### src/rtl/secsel_pkg.sv
package secsel_pkg;
  typedef enum logic {FS_IDLE, FS_WAIT} fetch_st_t;
  localparam int SEL_W = 16;
  localparam logic [SEL_W-1:0] INVALID_IDX = 16'hFFFF;
endpackage

### src/rtl/secsel_fetch.sv
module secsel_fetch
  import secsel_pkg::*;
#(
  parameter int ADDR_W = 16,
  parameter logic [ADDR_W-1:0] REC_ADDR = 16'h1580
) (
  input  logic              clk,
  input  logic              rst,
  input  logic              start,
  input  logic              rd_rdy,
  output logic              rd_req,
  output logic [ADDR_W-1:0] rd_addr,
  output logic              cap
);
  fetch_st_t st;

  always_ff @(posedge clk) begin
    if (rst) st <= FS_IDLE;
    else begin
      case (st)
        FS_IDLE: if (start) st <= FS_WAIT;
        FS_WAIT: if (rd_rdy) st <= FS_IDLE;
        default: st <= FS_IDLE;
      endcase
    end
  end

  assign rd_req  = (st == FS_WAIT);
  assign rd_addr = REC_ADDR;
  assign cap     = rd_req && rd_rdy;

  assert_req_addr_R1: assert property (@(posedge clk) disable iff (rst)
    rd_req |-> rd_addr == REC_ADDR);
  assert_req_hold_R1: assert property (@(posedge clk) disable iff (rst)
    (rd_req && !rd_rdy) |=> rd_req);
endmodule

### src/rtl/secsel_check.sv
module secsel_check
  import secsel_pkg::*;
(
  input  logic [SEL_W-1:0] sel,
  output logic [SEL_W-1:0] idx
);
  localparam int HALF = 4;
  logic [7:0] form, ib;
  logic       mirror_ok, nib_ok;
  logic [2:0] zcnt;
  logic [7:0] base;

  always_comb begin
    form = sel[7:0];
    ib   = sel[15:8];
    mirror_ok = 1'b1;
    zcnt = '0;
    base = '0;
    for (int i = 0; i < HALF; i++) begin
      if (form[i] != form[7-i]) mirror_ok = 1'b0;
      if (!form[i]) begin
        zcnt = zcnt + 3'd1;
        base = 8'(i * 16);
      end
    end
    nib_ok = ((ib[3:0] ^ ib[7:4]) == 4'hF);
    if (mirror_ok && zcnt <= 3'd1 && nib_ok)
      idx = {8'h00, base + {4'h0, ib[3:0]}};
    else
      idx = INVALID_IDX;
  end
endmodule

### src/rtl/secsel_margin.sv
module secsel_margin
  import secsel_pkg::*;
#(
  parameter int MW = 32,
  parameter int NUM_MARGIN = 2,
  parameter logic [NUM_MARGIN*MW-1:0] MARGIN_TBL = {32'h0C000180, 32'h08000100}
) (
  input  logic [SEL_W-1:0] idx,
  output logic [MW-1:0]    margin,
  output logic             hit
);
  logic [NUM_MARGIN-1:0] hv;
  logic [MW-1:0]         mv [NUM_MARGIN];

  for (genvar k = 0; k < NUM_MARGIN; k++) begin : g_ent
    assign hv[k] = (idx == SEL_W'(k));
    assign mv[k] = hv[k] ? MARGIN_TBL[k*MW +: MW] : '0;
  end

  always_comb begin
    margin = '0;
    for (int k = 0; k < NUM_MARGIN; k++) margin = margin | mv[k];
    hit = |hv;
  end
endmodule

### src/rtl/secboot_sel_decoder.sv
module secboot_sel_decoder
  import secsel_pkg::*;
#(
  parameter int ADDR_W = 16,
  parameter logic [ADDR_W-1:0] REC_ADDR = 16'h1580,
  parameter int MW = 32,
  parameter int NUM_MARGIN = 2,
  parameter logic [NUM_MARGIN*MW-1:0] MARGIN_TBL = {32'h0C000180, 32'h08000100}
) (
  input  logic              clk,
  input  logic              rst,
  input  logic              start,
  output logic              rd_req,
  output logic [ADDR_W-1:0] rd_addr,
  input  logic              rd_rdy,
  input  logic [31:0]       rd_data,
  output logic              done,
  output logic [SEL_W-1:0]  sel_index,
  output logic [MW-1:0]     margin,
  output logic              secure_en,
  output logic [7:0]        ext_id,
  output logic [7:0]        serial_id
);
  logic             cap;
  logic [SEL_W-1:0] dec_idx;
  logic [MW-1:0]    dec_margin;
  logic             dec_hit;

  secsel_fetch #(.ADDR_W(ADDR_W), .REC_ADDR(REC_ADDR)) u_fetch (
    .clk(clk), .rst(rst), .start(start), .rd_rdy(rd_rdy),
    .rd_req(rd_req), .rd_addr(rd_addr), .cap(cap)
  );

  secsel_check u_check (.sel(rd_data[31:16]), .idx(dec_idx));

  secsel_margin #(.MW(MW), .NUM_MARGIN(NUM_MARGIN), .MARGIN_TBL(MARGIN_TBL)) u_margin (
    .idx(dec_idx), .margin(dec_margin), .hit(dec_hit)
  );

  always_ff @(posedge clk) begin
    if (rst) begin
      done      <= 1'b0;
      sel_index <= INVALID_IDX;
      margin    <= '0;
      secure_en <= 1'b0;
      ext_id    <= '0;
      serial_id <= '0;
    end else begin
      done <= cap;
      if (cap) begin
        sel_index <= dec_idx;
        margin    <= dec_margin;
        secure_en <= dec_hit;
        ext_id    <= rd_data[7:0];
        serial_id <= rd_data[15:8];
      end
    end
  end

  assert_done_pulse_R2: assert property (@(posedge clk) disable iff (rst)
    done |=> !done);
  assert_done_after_cap_R2: assert property (@(posedge clk) disable iff (rst)
    cap |=> done);
  assert_secure_idx_R8: assert property (@(posedge clk) disable iff (rst)
    secure_en |-> (sel_index < SEL_W'(NUM_MARGIN) && margin != '0));
  assert_hold_R10: assert property (@(posedge clk) disable iff (rst)
    !cap |=> ($stable(sel_index) && $stable(margin) && $stable(ext_id)));
  assert_nibble_R6: assert property (@(posedge clk) disable iff (rst)
    (done && sel_index != INVALID_IDX) |->
      (($past(rd_data[27:24]) ^ $past(rd_data[31:28])) == 4'hF));
endmodule

### config.mk
export PLATFORM = sky130hd
export DESIGN_NAME = secboot_sel_decoder
export DESIGN_NICKNAME = d
export VERILOG_FILES = /design/src/rtl/secsel_pkg.sv /design/src/rtl/secsel_fetch.sv /design/src/rtl/secsel_check.sv /design/src/rtl/secsel_margin.sv /design/src/rtl/secboot_sel_decoder.sv
export SDC_FILE = /design/constraint.sdc
export NUM_CORES = 1
export LEC_CHECK = 0
export BUFFER_PORTS_ARGS = -buffer_cell sky130_fd_sc_hd__clkbuf_2
export CAP_MARGIN = 0
export CORE_AREA = 2 2 67 69
export CTS_CLUSTER_SIZE = 12
export DETAILED_ROUTE_END_ITERATION = 10
export DIE_AREA = 0 0 69 71
export GPL_TIMING_DRIVEN = 0
export HOLD_SLACK_MARGIN = 0.02
export PLACE_DENSITY = 0.75
export SETUP_SLACK_MARGIN = 0.2
export SYNTH_ARGS = -nofsm -noshare
export SYNTH_HDL_FRONTEND = slang
export SYNTH_SLANG_ARGS = --single-unit
### constraint.sdc
create_clock -name clk -period 2.6 [get_ports clk]
set_input_delay 0.13 -clock clk [delete_from_list [all_inputs] [get_ports clk]]
set_output_delay 0.13 -clock clk [all_outputs]
set_load 0.02 [all_outputs]
Yosys cells after proc, flatten, opt, wreduce, memory -nomap -nowiden

Index checks and enable logic that the tools add are counted.

Register bits: 67
Bits in latches: 0
Memory bits (writable): 0
Input bits: 36
Output and inout bits: 83
Memories kept: 0
Bits in read-only memories: 0
Logic and storage cells: 43

Multiplexer cells: 17
Divide/modulo/power cells: 0
Add/sub/neg operators: 4
Eq/ne operators: 6
Bitwise gates (word level): 3
Multipliers: 0
Shifts and indexed selects: 0
$lt $le $gt $ge: 1
Reduce and logical (&&, ||, !) cells: 5

Operators with widths:

| operator            | count |
|---|---|
| $mux 28             | 2 |
| $or 32x32->32       | 1 |
| $eq 16x1->1 const B | 1 |
| $logic_not 16->1    | 1 |
| $mux 16             | 1 |
| $mux 6              | 2 |
| $mux 3              | 3 |
| $add 6x4->7         | 1 |
| $mux 1              | 7 |
| $add 3x1->3 const B | 2 |
| $mux 5              | 1 |
| $eq 4x4->1 const B  | 1 |
| $ne 1x1->1          | 4 |
| $xor 4x4->4         | 1 |
| $le 3x1->1 const B  | 1 |
| $logic_and 1x1->1   | 3 |
| $add 1x1->2 const B | 1 |
| $pmux 1 s2          | 1 |
| $reduce_or 2->1     | 1 |
| $not 1->1           | 1 |

Depth between registers and ports, before layout

Gate-level depths: netlist of the first run.

Depth in word-level cells: 14
Gate-level depth with buffers: 9
Mapped depth without buffers: 9

By module

From an unflattened synthesis of the first run, not the netlist that was laid out.

Cell total of the unflattened synthesis: 322
Area, all modules: 3266.9 um2

Modules (own cells, without submodules):

| module              | cells each | seq. area each (um2) | instances | area an instance (um2) |
|---|---|---|---|---|
| secboot_sel_decoder | 213        | 1321.3               | 1         | 2419.8 |
| secsel_check        | 46         | 0.0                  | 1         | 379.1 |
| secsel_margin       | 40         | 0.0                  | 1         | 291.5 |
| secsel_fetch        | 23         | 20.0                 | 1         | 176.4 |

Worst setup path before layout of the first run

OpenSTA, ideal clock, no wires.

Kind: input-to-reg
Start: input rd_data[16]
End: register sel_index[4]
Data arrival time: 1.746 ns
Cell stages on the path: 9
Library setup time: 0.141 ns
Buffers on the path: 0
Path slack: 0.713 ns
Required time: 2.459 ns
Cell sequence: inv_1 > ha_1 > and2b_2 > nor2_1 > ha_1 > nor3b_1 > mux2i_1 > a2111oi_4 > a31oi_1

Word-level cells in the longest chain between the ends: 11
Elaborated cells on any way between the ends: 16
Those cells by class: add/sub: 3; order compare: 1; eq/ne: 1; mux: 9; reduce/logical: 2

Ends and longest elaborated chain:

| what                             | RTL line                  | text |
|---|---|---|
| start: declaration               | secboot_sel_decoder.sv:16 | `input logic [31:0] rd_data,` |
| $mux 1                           | secsel_check.sv:21        | `if (!form[i]) begin` |
| $add 1x1->2                      | secsel_check.sv:22        | `zcnt = zcnt + 3'd1;` |
| $mux 3                           | secsel_check.sv:21        |  |
| $add 3x1->3                      | secsel_check.sv:22        |  |
| $mux 3                           | secsel_check.sv:21        |  |
| $add 3x1->3                      | secsel_check.sv:22        |  |
| $mux 3                           | secsel_check.sv:21        |  |
| $le 3x1->1                       | secsel_check.sv:27        | `if (mirror_ok && zcnt <= 3'd1 && nib_ok)` |
| $logic_and 1x1->1 * (2 in a row) | secsel_check.sv:27        |  |
| $mux 16 *                        | secsel_check.sv:27        |  |
| end signal: assignment           | secboot_sel_decoder.sv:51 | `sel_index <= dec_idx;` |
| end: declaration                 | secboot_sel_decoder.sv:18 | `output logic [SEL_W-1:0] sel_index,` |

Mark *: on every way between the ends. The rest lies on a longest branch, timed or not.
A chain may end at the register's enable or synchronous reset.

Final worst setup path of the first run

Start: input rd_data[17]
End: register sel_index[2]

Word-level cells in the longest chain between the ends: 9
Elaborated cells on any way between the ends: 13
Those cells by class: add/sub: 2; order compare: 1; eq/ne: 1; mux: 7; reduce/logical: 2

Ends and longest elaborated chain:

| what                             | RTL line |
|---|---|
| $mux 3                           | secsel_check.sv:21 |
| $add 3x1->3                      | secsel_check.sv:22 |
| $mux 3                           | secsel_check.sv:21 |
| $add 3x1->3                      | secsel_check.sv:22 |
| $mux 3                           | secsel_check.sv:21 |
| $le 3x1->1                       | secsel_check.sv:27 |
| $logic_and 1x1->1 * (2 in a row) | secsel_check.sv:27 |
| $mux 16 *                        | secsel_check.sv:27 |

Marks and branches as above.

==> results of run 1 <==
==> synthesized netlist by cell type, types with 2 or more instances <==
cell and number:
nand2_1 3, a22o_1 17, nor3_1 2, xnor2_1 6, clkbuf_1 2, conb_1 2, a21oi_1 3, nor2_1 10
xor2_1 2, a31oi_1 5, and3b_1 2, buf_6 2, inv_1 8, dfxtp_1 27, ha_1 3, buf_4 56
==> final cells by class <==
class | instances | area [um^2]
plain buffers | 60 | 450.4
clock buffers | 3 | 41.29
clock inverters | 1 | 5.005
fillers | 421 | 1982
inverters | 8 | 30.03
multi-input cells | 115 | 724.4
flip-flops and latches | 27 | 540.5
well taps | 52 | 65.06
repair buffers | 73 | 365.4
==> power groups by stage <==
stage | clock, mW | sequential, mW | combinational (mW)
finish | 0.233 | 0.432 | 0.246
global route | 0.256 | 0.434 | 0.267
floorplan | 0 | 0.457 | 0.173
CTS | 0.241 | 0.433 | 0.246
detailed placement | 0 | 0.442 | 0.245
global placement | 0 | 0.441 | 0.241
==> path summary, 6_finish.rpt <==
| kind | depth (start not counted) | start | to | slack, ns |
|---|---|---|---|---|
| max reg2reg | 5 | u_fetch.rd_req$_SDFF_PP0_ | sel_index[2]$_SDFFE_PP1P_ | 0.88 |
| min | 3 | start | u_fetch.rd_req$_SDFF_PP0_ | 0.07 |
| min reg2reg | 1 | ext_id[7]$_SDFFE_PP0P_ | ext_id[7]$_SDFFE_PP0P_ | 0.49 |
| max | 10 | rd_data[17] | sel_index[2]$_SDFFE_PP1P_ | 0.60 |
==> through the flow <==
stage	utilization, %	cells	hold slack (ns)	setup WS, ns	instance area (um^2)
after floorplan	-	210	0.2458	0.7131	1745
after global placement	51.76	335	0.3378	0.3765	2176
after detailed placement	51.76	335	0.3446	0.3089	2176
after CTS	52.86	339	0.06270	0.6045	2222
after global routing	52.86	339	0.06721	0.3236	2222
final	52.86	339	0.06589	0.5967	2222
==> metal layers <==
metal / track usage (%) / vias up
li1: - / 706
met1: 15.51 / 562
met2: 22.44 / 72
met3: 3.134 / 6
met4: 6.318 / 0
met5: 0 / -
==> sequential cells by signal, indices dropped and copies added (netlist names) <==
name,count
done,1
ext_id,8
margin,2
sel_index,7
serial_id,8
u_fetch.rd_req,1
==> worst min-delay path, cell delays in order <==
cell and delay (ns):
clkbuf_2 0.08, nor2_1 0.03, nor2_1 0.06
==> cells by family (layout without fill, tap and decap cells) <==
group           count (synthesis)  in the layout
mux                             1              1
other cells                     2             44
buf+inv                        68            145
xor+xnor                        8              8
flops                          27             27
fa+ha+maj                       3              3
simple gates                   29             29
compound gates                 30             30
==> results.py, run 1 <==
metrics = {
    "clocking": {
        "clk_pin_slew_ns": 0.09,
        "cts.sinks": 27,
        "cts_tree": "built",
        "htree_levels": 1,
        "cts_buffers": 3,
        "cts_buffer_depth": 2,
        "clockRootBuffer": "clkbuf_8",
        "ctsResizeCount": 0,
        "cts_hold_buf": 0,
        "insertion_delay_ns": 0.27,
        "post_cts_buffers": 0,
    },
    "sta": {
        "worstMarginPinSlew_ns": 0.5671,
        "period_needed_ns": 2.003,
        "rsz0062_at_grt": "no",
        "slew_violations": 0,
        "skew_ns": 0.001495,
        "finalCritPeriodShare_pct": 77.05,
        "final.setup.tns_ns": 0,
        "fmax_mhz": 499.2,
        "timing.slew.headroom_pct": 62.19,
        "setup_violations": 0,
        "final-hold-violation-count": 0,
    },
    "setup_path": {
        "path_cells": "clkbuf_2 -> inv_1 -> ha_1 -> and2b_2 -> nor2_1 -> ha_1 -> nor3b_1 -> mux2i_1 -> a2111oi_4 -> a31oi_1",
        "cp_max_fo": 8,
        "cp_top_family": "compound AO/OA/AOI/OAI gates",
        "crit_slowest_cell": "a2111oi_4",
        "crit_top_cell": "ha_1",
        "cpPeakStageDelay_ns": 0.56,
        "worstPathRequired_ns": 2.74,
        "critPathArrivalTime_ns": 2.14,
        "crit_type": "in -> reg",
        "crit_buf_inv": 2,
        "cp-end-kind": "register",
        "start_kind": "primary input",
    },
    "global_route": {
        "grt_remaining_overflow": 0,
        "grt_max_degree": 16,
        "grt.total_usage_pct": 13.13,
        "antenna_found_initial": 0,
        "grt_pass1_vias": 1242,
        "grt_pass1_wl_um": 5402,
    },
    "floorplanning": {
        "fp.coreArea_mm2": 0.004204,
        "start_util_pct": 37.77,
        "boundaryPins": 119,
        "die_h_um": 71,
        "die_w_um": 69,
        "dieArea_mm2": 0.004899,
        "fp-row-count": 24,
    },
    "detailed_routing": {
        "m1WireLength_um": 1291,
        "wl_met2_um": 1544,
        "drtPass1Iterations": 4,
        "drtIter0Drc": 39,
        "viasPerCell": 3.971,
        "dr_wl_met3_um": 347,
        "drc": 0,
        "wirelength_um": 3254,
        "ant_nets": 0,
        "maxUsedRoutingLayer": "met4",
        "vias": 1346,
        "wire_per_inst_um": 9.599,
    },
    "synthesis": {
        "synth_area_mm2": 0.001588,
        "avgSynthCellArea_um2": 9.451,
        "yosys_most_used_dff": "dfxtp_1",
        "netlist.top_cell.by_area": "dfxtp_1",
        "synth_cells": 168,
        "yosys-top-cells-area": "dfxtp_1 34%, buf_4 26%, a22o_1 9.4%, xnor2_1 3.3%, ha_1 2.4%",
        "synth_top_family_by_area": "buffers and inverters",
        "synth_fa_ha_area_share_pct": 2.364,
        "synth_xor_area_share_pct": 4.413,
        "ys_async_sr_fraction_pct": 0,
        "ys_seq_area_share_pct": 34.04,
        "synth_edf_count": 0,
        "ys_seq_elements": 27,
        "synth_top_area_share_pct": 34.04,
        "synth_compound_area_share_pct": 16.39,
        "synthSimpleGateAreaFrac_pct": 11.43,
        "ys_types": 34,
        "synth_warnings": 0,
        "yosys-mux-area-fraction_pct": 0.6304,
    },
    "pwr": {
        "leakage_nw": 1.240,
        "pwr-share-comb_pct": 27.0,
        "seq_power_share_pct": 47.4,
        "clockPowerShare_pct": 25.6,
        "p_switching_mw": 0.2733,
        "peakVddDrop_mv": 0.2100,
        "switching_share_pct": 29.97,
        "power.density_mw_per_mm2": 410.4,
        "power_mw": 0.9120,
        "internal_power_mw": 0.6386,
    },
    "worst_hold_path": {
        "hold_class": "in -> reg",
    },
    "place": {
        "gp_congestion": 0.7427,
        "dp_hpwl_um": 2776,
        "port_buffers": 73,
    },
    "outcome": {
        "status": "finished, final reports clean",
    },
    "cells_and_area": {
        "nNetsFinal": 327,
        "drive_gt1_share_pct": 49.83,
        "most-common-layout-cells": "73 x clkbuf_2, 56 x buf_4, 44 x conb_1",
        "final_common_cell": "clkbuf_2",
        "antenna_cells": 0,
        "area_delta_synth_final_pct": 39.95,
    },
    "run": {
        "max_cap_violations": 0,
    },
}
Note: power is estimated with default switching activity, not from simulation.
==> run 2: changes to the inputs <==
CORE_AREA = 2 2 70 72   (was 2 2 67 69)
DIE_AREA = 0 0 72 74   (was 0 0 69 71)
PLACE_DENSITY = 0.72   (was 0.75)
clock period = 1.6 ns   (was 2.6 ns; I/O delays follow)
==> results.py, run 2 (synthesis results as in run 1) <==
metrics = {
    "global_route": {
        "grt.total_usage_pct": 11.96,
        "grt_pass1_wl_um": 5119,
        "grt_max_degree": 16,
        "grt_pass1_vias": 1164,
        "grt_remaining_overflow": 0,
        "antenna_found_initial": 0,
    },
    "floorplanning": {
        "fp-row-count": 25,
        "boundaryPins": 119,
        "die_w_um": 72,
        "die_h_um": 74,
        "fp.coreArea_mm2": 0.004598,
        "start_util_pct": 34.53,
        "dieArea_mm2": 0.005328,
    },
    "sta": {
        "final-hold-violation-count": 0,
        "setup_violations": 8,
        "finalCritPeriodShare_pct": 107.6,
        "setup_slack_ns": -0.1215,
        "slew_violations": 0,
        "period_needed_ns": 1.721,
        "fmax_mhz": 580.9,
        "rsz0062_at_grt": "yes",
        "skew_ns": 0.006759,
    },
    "pwr": {
        "power.density_mw_per_mm2": 632.8,
        "peakVddDrop_mv": 0.3116,
        "leakage_nw": 1.317,
    },
    "setup_path": {
        "path_cells": "clkbuf_16 -> inv_12 -> ha_4 -> and2b_2 -> nor2_4 -> ha_4 -> nor3b_2 -> mux2i_2 -> a2111oi_4 -> buf_4 -> a31oi_1",
        "cpPeakStageDelay_ns": 0.37,
        "crit_type": "in -> reg",
        "cp-end-kind": "register",
        "critPathArrivalTime_ns": 1.86,
        "crit_slowest_cell": "a2111oi_4",
        "worstPathRequired_ns": 1.73,
        "start_kind": "primary input",
        "cp_max_fo": 5,
        "crit_top_cell": "ha_4",
    },
    "clocking": {
        "cts.sinks": 27,
        "insertion_delay_ns": 0.26,
        "htree_levels": 1,
        "cts_buffer_depth": 2,
        "clk_pin_slew_ns": 0.09,
        "clockRootBuffer": "clkbuf_8",
        "cts_tree": "built",
        "cts_buffers": 3,
    },
    "outcome": {
        "violations": "setup timing",
        "status": "finished, violations left",
    },
    "detailed_routing": {
        "vias": 1351,
        "drtIter0Drc": 33,
        "viasPerCell": 3.849,
        "wirelength_um": 3461,
        "ant_nets": 0,
        "drtPass1Iterations": 4,
        "drc": 0,
        "wire_per_inst_um": 9.860,
    },
    "cells_and_area": {
        "fin_util_pct": 52.60,
        "area_delta_synth_final_pct": 52.32,
        "antenna_cells": 0,
        "fin_cells": 351,
        "drive_gt1_share_pct": 53.54,
        "final_common_cell": "clkbuf_2",
        "most-common-layout-cells": "73 x clkbuf_2, 60 x buf_4, 44 x conb_1",
        "nNetsFinal": 337,
        "reg.largest.list": "ext_id (8), serial_id (8), sel_index (7)",
    },
    "place": {
        "gp_congestion": 0.7602,
        "placed_cells": 337,
        "pre_cts_slack_ns": -0.6783,
        "port_buffers": 73,
        "dp_hpwl_um": 2760,
    },
    "run": {
        "max_cap_violations": 0,
    },
    "worst_hold_path": {
        "hold_class": "in -> reg",
    },
}
-- run 2: cell count changes in the layout (fill, tap and decap cells not counted), sizes merged --
cell | previous run | this run
dlygate4sd3 | 0 | 6
buf | 58 | 62
-- run 2: metal layers --
metal	vias up	global-route usage, %	wire length (um)
li1	724	-	-
met3	2	2.710	324
met5	-	0	0
met2	62	21.30	1689
met4	0	3.145	25
met1	563	14.68	1423
-- run 2: power by group --
group / internal [mW] / switching [mW]
logic: 0.210 / 0.248
clock network: 0.174 / 0.195
registers: 0.692 / 0.0108
total: 1.08 / 0.455
-- run 2: worst paths after layout --
check | depth (start not counted) | endpoint | slack, ns | startpoint
worst max-delay path | 11 | sel_index[4]$_SDFFE_PP1P_ | -0.12 | rd_data[17]
worst max register to register | 6 | sel_index[4]$_SDFFE_PP1P_ | 0.05 | u_fetch.rd_req$_SDFF_PP0_
worst min-delay path | 2 | ext_id[3]$_SDFFE_PP0P_ | 0.03 | rd_data[3]
worst min register to register | 1 | ext_id[0]$_SDFFE_PP0P_ | 0.49 | ext_id[0]$_SDFFE_PP0P_
-- run 2: final cells by class --
| cell class | instances | area, um^2 |
|---|---|---|
| Tap cell | 54 | 67.56 |
| Timing Repair Buffer | 83 | 484.2 |
| Clock inverter | 1 | 5.005 |
| Clock buffer | 3 | 41.29 |
| Sequential cell | 27 | 541.8 |
| Multi-Input combinational cell | 115 | 778.2 |
| Fill cell | 425 | 2180 |
| Buffer | 60 | 452.9 |
| Inverter | 8 | 47.55 |
-- run 2: critical path, delay by kind of cell --
family | cells | cell delay (ns)
AND/OR/NAND/NOR | 3 | 0.52
multiplexers | 1 | 0.11
adder cells (fa/ha/maj) | 2 | 0.31
AO/OA/AOI/OAI | 2 | 0.45
buffers and inverters | 3 | 0.39
-- run 2: through the flow --
step / area [um^2] / hold WS, ns / power, mW / TNS (ns)
6_report: 2419 / 0.02504 / 1.530 / -0.7782
5_1_grt: 2419 / 0.02282 / 1.613 / -1.493
4_1_cts: 2380 / 0.02169 / 1.522 / -0.4959
3_5_place_dp: 2213 / 0.2948 / 1.128 / -5.188
3_3_place_gp: 2213 / 0.2913 / 1.123 / -4.989
2_1_floorplan: 1780 / 0.1958 / 1.030 / -1.530
-- run 2: timing repair --
action	CTS	global route
buffers inserted	4	0
gates cloned	0	0
hold buffers	6	0
pin swaps	8	5
hold endpoints to repair	6	0
gates resized for setup	6	9
setup endpoints to repair	17	18
==> run 3: changes to the inputs <==
ABC_AREA = 1   (was not set)
==> results.py, run 3 <==
metrics = {
    "outcome": {
        "status": "finished, final reports clean",
    },
    "clocking": {
        "clk_pin_slew_ns": 0.09,
        "cts_buffer_depth": 2,
        "insertion_delay_ns": 0.26,
        "cts_buffers": 3,
        "cts.sinks": 27,
        "cts_tree": "built",
        "clockRootBuffer": "clkbuf_8",
        "htree_levels": 1,
    },
    "floorplanning": {
        "boundaryPins": 119,
        "fp.coreArea_mm2": 0.004598,
        "die_h_um": 74,
        "start_util_pct": 34.99,
        "die_w_um": 72,
        "dieArea_mm2": 0.005328,
        "fp-row-count": 25,
    },
    "sta": {
        "fmax_mhz": 659.0,
        "period_needed_ns": 1.518,
        "finalCritPeriodShare_pct": 94.85,
        "final.setup.tns_ns": 0,
        "final-hold-violation-count": 0,
        "slew_violations": 0,
        "setup_violations": 0,
        "skew_ns": 0.004955,
        "whs_ns": 0.02776,
        "rsz0062_at_grt": "yes",
        "setup_slack_ns": 0.08248,
    },
    "synthesis": {
        "netlist.top_cell.by_area": "dfxtp_1",
        "ys_types": 22,
        "synthTopCellsByCount": "56 x buf_4, 39 x nand2_1, 27 x dfxtp_1, 25 x inv_1, 16 x a22o_1",
        "ys_async_sr_fraction_pct": 0,
        "synth_compound_area_share_pct": 11.82,
        "synth_warnings": 0,
        "synth_top_family_by_area": "buffers and inverters",
        "synth_edf_count": 0,
        "synth.most_common_cell": "buf_4",
        "synth_area_mm2": 0.001609,
        "ys_seq_area_share_pct": 33.59,
        "yosys-mux-area-fraction_pct": 0,
        "yosys_most_used_dff": "dfxtp_1",
        "ys_seq_elements": 27,
        "synth_fa_ha_area_share_pct": 2.333,
        "synth_cells": 208,
        "synthSimpleGateAreaFrac_pct": 17.03,
        "avgSynthCellArea_um2": 7.736,
        "synth_top_area_share_pct": 33.59,
        "yosys-top-cells-area": "dfxtp_1 34%, buf_4 26%, nand2_1 9.1%, a22o_1 8.7%, inv_1 5.8%",
        "synth_xor_area_share_pct": 0.5443,
    },
    "setup_path": {
        "crit_path_start": "rd_data[16]",
        "crit_buf_inv": 2,
        "crit_slowest_cell": "ha_1",
        "critPathArrivalTime_ns": 1.73,
        "crit_type": "in -> reg",
        "cp_top_family": "simple AND/OR/NAND/NOR gates",
        "cp_max_fo": 6,
        "cpPeakStageDelay_ns": 0.27,
        "cp-end-kind": "register",
        "reg2reg_depth": 6,
        "path_cells": "clkbuf_16 -> inv_12 -> ha_4 -> xnor2_2 -> ha_1 -> nor2_1 -> nor2_1 -> nor2_1 -> nand2_1 -> nor2_4 -> nand4_2 -> nor2_2 -> nand2_1 -> nand2_1",
        "start_kind": "primary input",
        "rrSetupSlack_ns": 0.30,
        "r2r-end": "sel_index[0]$_SDFFE_PP1P_",
        "r2r-start": "u_fetch.rd_req$_SDFF_PP0_",
        "worstPathRequired_ns": 1.81,
    },
    "cells_and_area": {
        "final_common_cell": "clkbuf_2",
        "multi_input_area_um2": 709.4,
        "most-common-layout-cells": "72 x clkbuf_2, 57 x buf_4, 44 x conb_1",
        "regArea_um2": 540.5,
        "area_delta_synth_final_pct": 44.95,
        "fin_cells": 382,
        "fillers": 462,
        "drive_gt1_share_pct": 46.34,
        "reg.largest.list": "ext_id (8), serial_id (8), sel_index (7)",
        "nNetsFinal": 368,
        "antenna_cells": 0,
    },
    "detailed_routing": {
        "viasPerCell": 3.840,
        "drtPass1Iterations": 4,
        "wire_per_inst_um": 8.788,
        "wirelength_um": 3357,
        "drtIter0Drc": 52,
        "drc": 0,
        "vias": 1467,
        "ant_nets": 0,
    },
    "pwr": {
        "peakVddDrop_mv": 0.2582,
        "power.density_mw_per_mm2": 639.3,
        "leakage_nw": 1.378,
    },
    "global_route": {
        "grt_max_degree": 16,
        "grt_pass1_wl_um": 5181,
        "grt_pass1_vias": 1191,
        "grt_remaining_overflow": 0,
        "grt.total_usage_pct": 11.87,
        "antenna_found_initial": 0,
    },
    "run": {
        "max_cap_violations": 0,
    },
    "place": {
        "placed_cells": 377,
        "gp_congestion": 0.7567,
        "dp_hpwl_um": 2798,
        "port_buffers": 73,
        "pre_cts_slack_ns": -0.3274,
    },
    "worst_hold_path": {
        "hold_class": "in -> reg",
        "min_from": "start",
        "worstHoldEndpoint": "u_fetch.rd_req$_SDFF_PP0_",
        "holdPathStages": 3,
    },
}
## run 3: worst register-to-register path, stage by stage, from the launching register on
cell and delay, ns:
dfxtp_1 0.35, nand2_1 0.07, nor2_1 0.19, buf_2 0.27
nand3_2 0.14, o22ai_1 0.14, inv_1 0.05
## run 3: stage by stage
| stage | instance area, um^2 | power, mW | util [%] |
|---|---|---|---|
| final | 2332 | 1.491 | 50.72 |
| after global routing | 2332 | 1.576 | 50.72 |
| after CTS | 2326 | 1.501 | 50.59 |
| after floorplan | 1807 | 1.024 | - |
| after detailed placement | 2240 | 1.118 | 48.71 |
| after global placement | 2240 | 1.113 | 48.71 |
## run 3: per-layer routing
layer,up-vias,track usage (%),part of all wire [%],wire [um]
li1,796,-,-,-
met1,594,15.65,43,1458
met2,75,20.06,45,1495
met3,2,3.117,11,379
met4,0,1.887,0.74,25
met5,-,0,0,0
## run 3: worst max-delay path by stage
stage	slack (ns)	endpoint	depth (start not counted)
after floorplan	0.06	margin[8]$_SDFFE_PP0P_	13
after global placement	-0.30	margin[8]$_SDFFE_PP0P_	14
after detailed placement	-0.33	margin[8]$_SDFFE_PP0P_	14
after CTS	0.09	margin[8]$_SDFFE_PP0P_	14
after global routing	-0.08	margin[8]$_SDFFE_PP0P_	14
final	0.08	margin[8]$_SDFFE_PP0P_	14
## run 3: power by group
group	internal, mW	switching [mW]	leakage (nW)
sequential	0.691	0.0103	0.219
combinational	0.179	0.238	1.13
clock	0.174	0.199	0.0255
## run 3: final cells by class
class	instances	area share, %
multi-input cells	135	30.42
clock inverters	1	0.2146
clock buffers	3	1.770
inverters	28	5.150
well taps	54	2.897
plain buffers	60	19.15
repair buffers	74	17.22
flip-flops and latches	27	23.18
## run 3: cell families (layout without fill, tap and decap cells)
family	Yosys count	in the layout
AOI/OAI and AO/OA	25	25
xor gates and xnor gates	1	1
adders and majority gates	3	3
and+or+nand+nor	62	62
other	2	44
buffers and inverters	88	166
DFF	27	27
## run 3: what timing repair did
item | 4_1_cts | 5_1_grt
pin swaps | 4 | 0
gates resized for setup | 5 | 3
hold buffers | 0 | 0
setup endpoints to repair | 9 | 14
setup buffers | 1 | 0
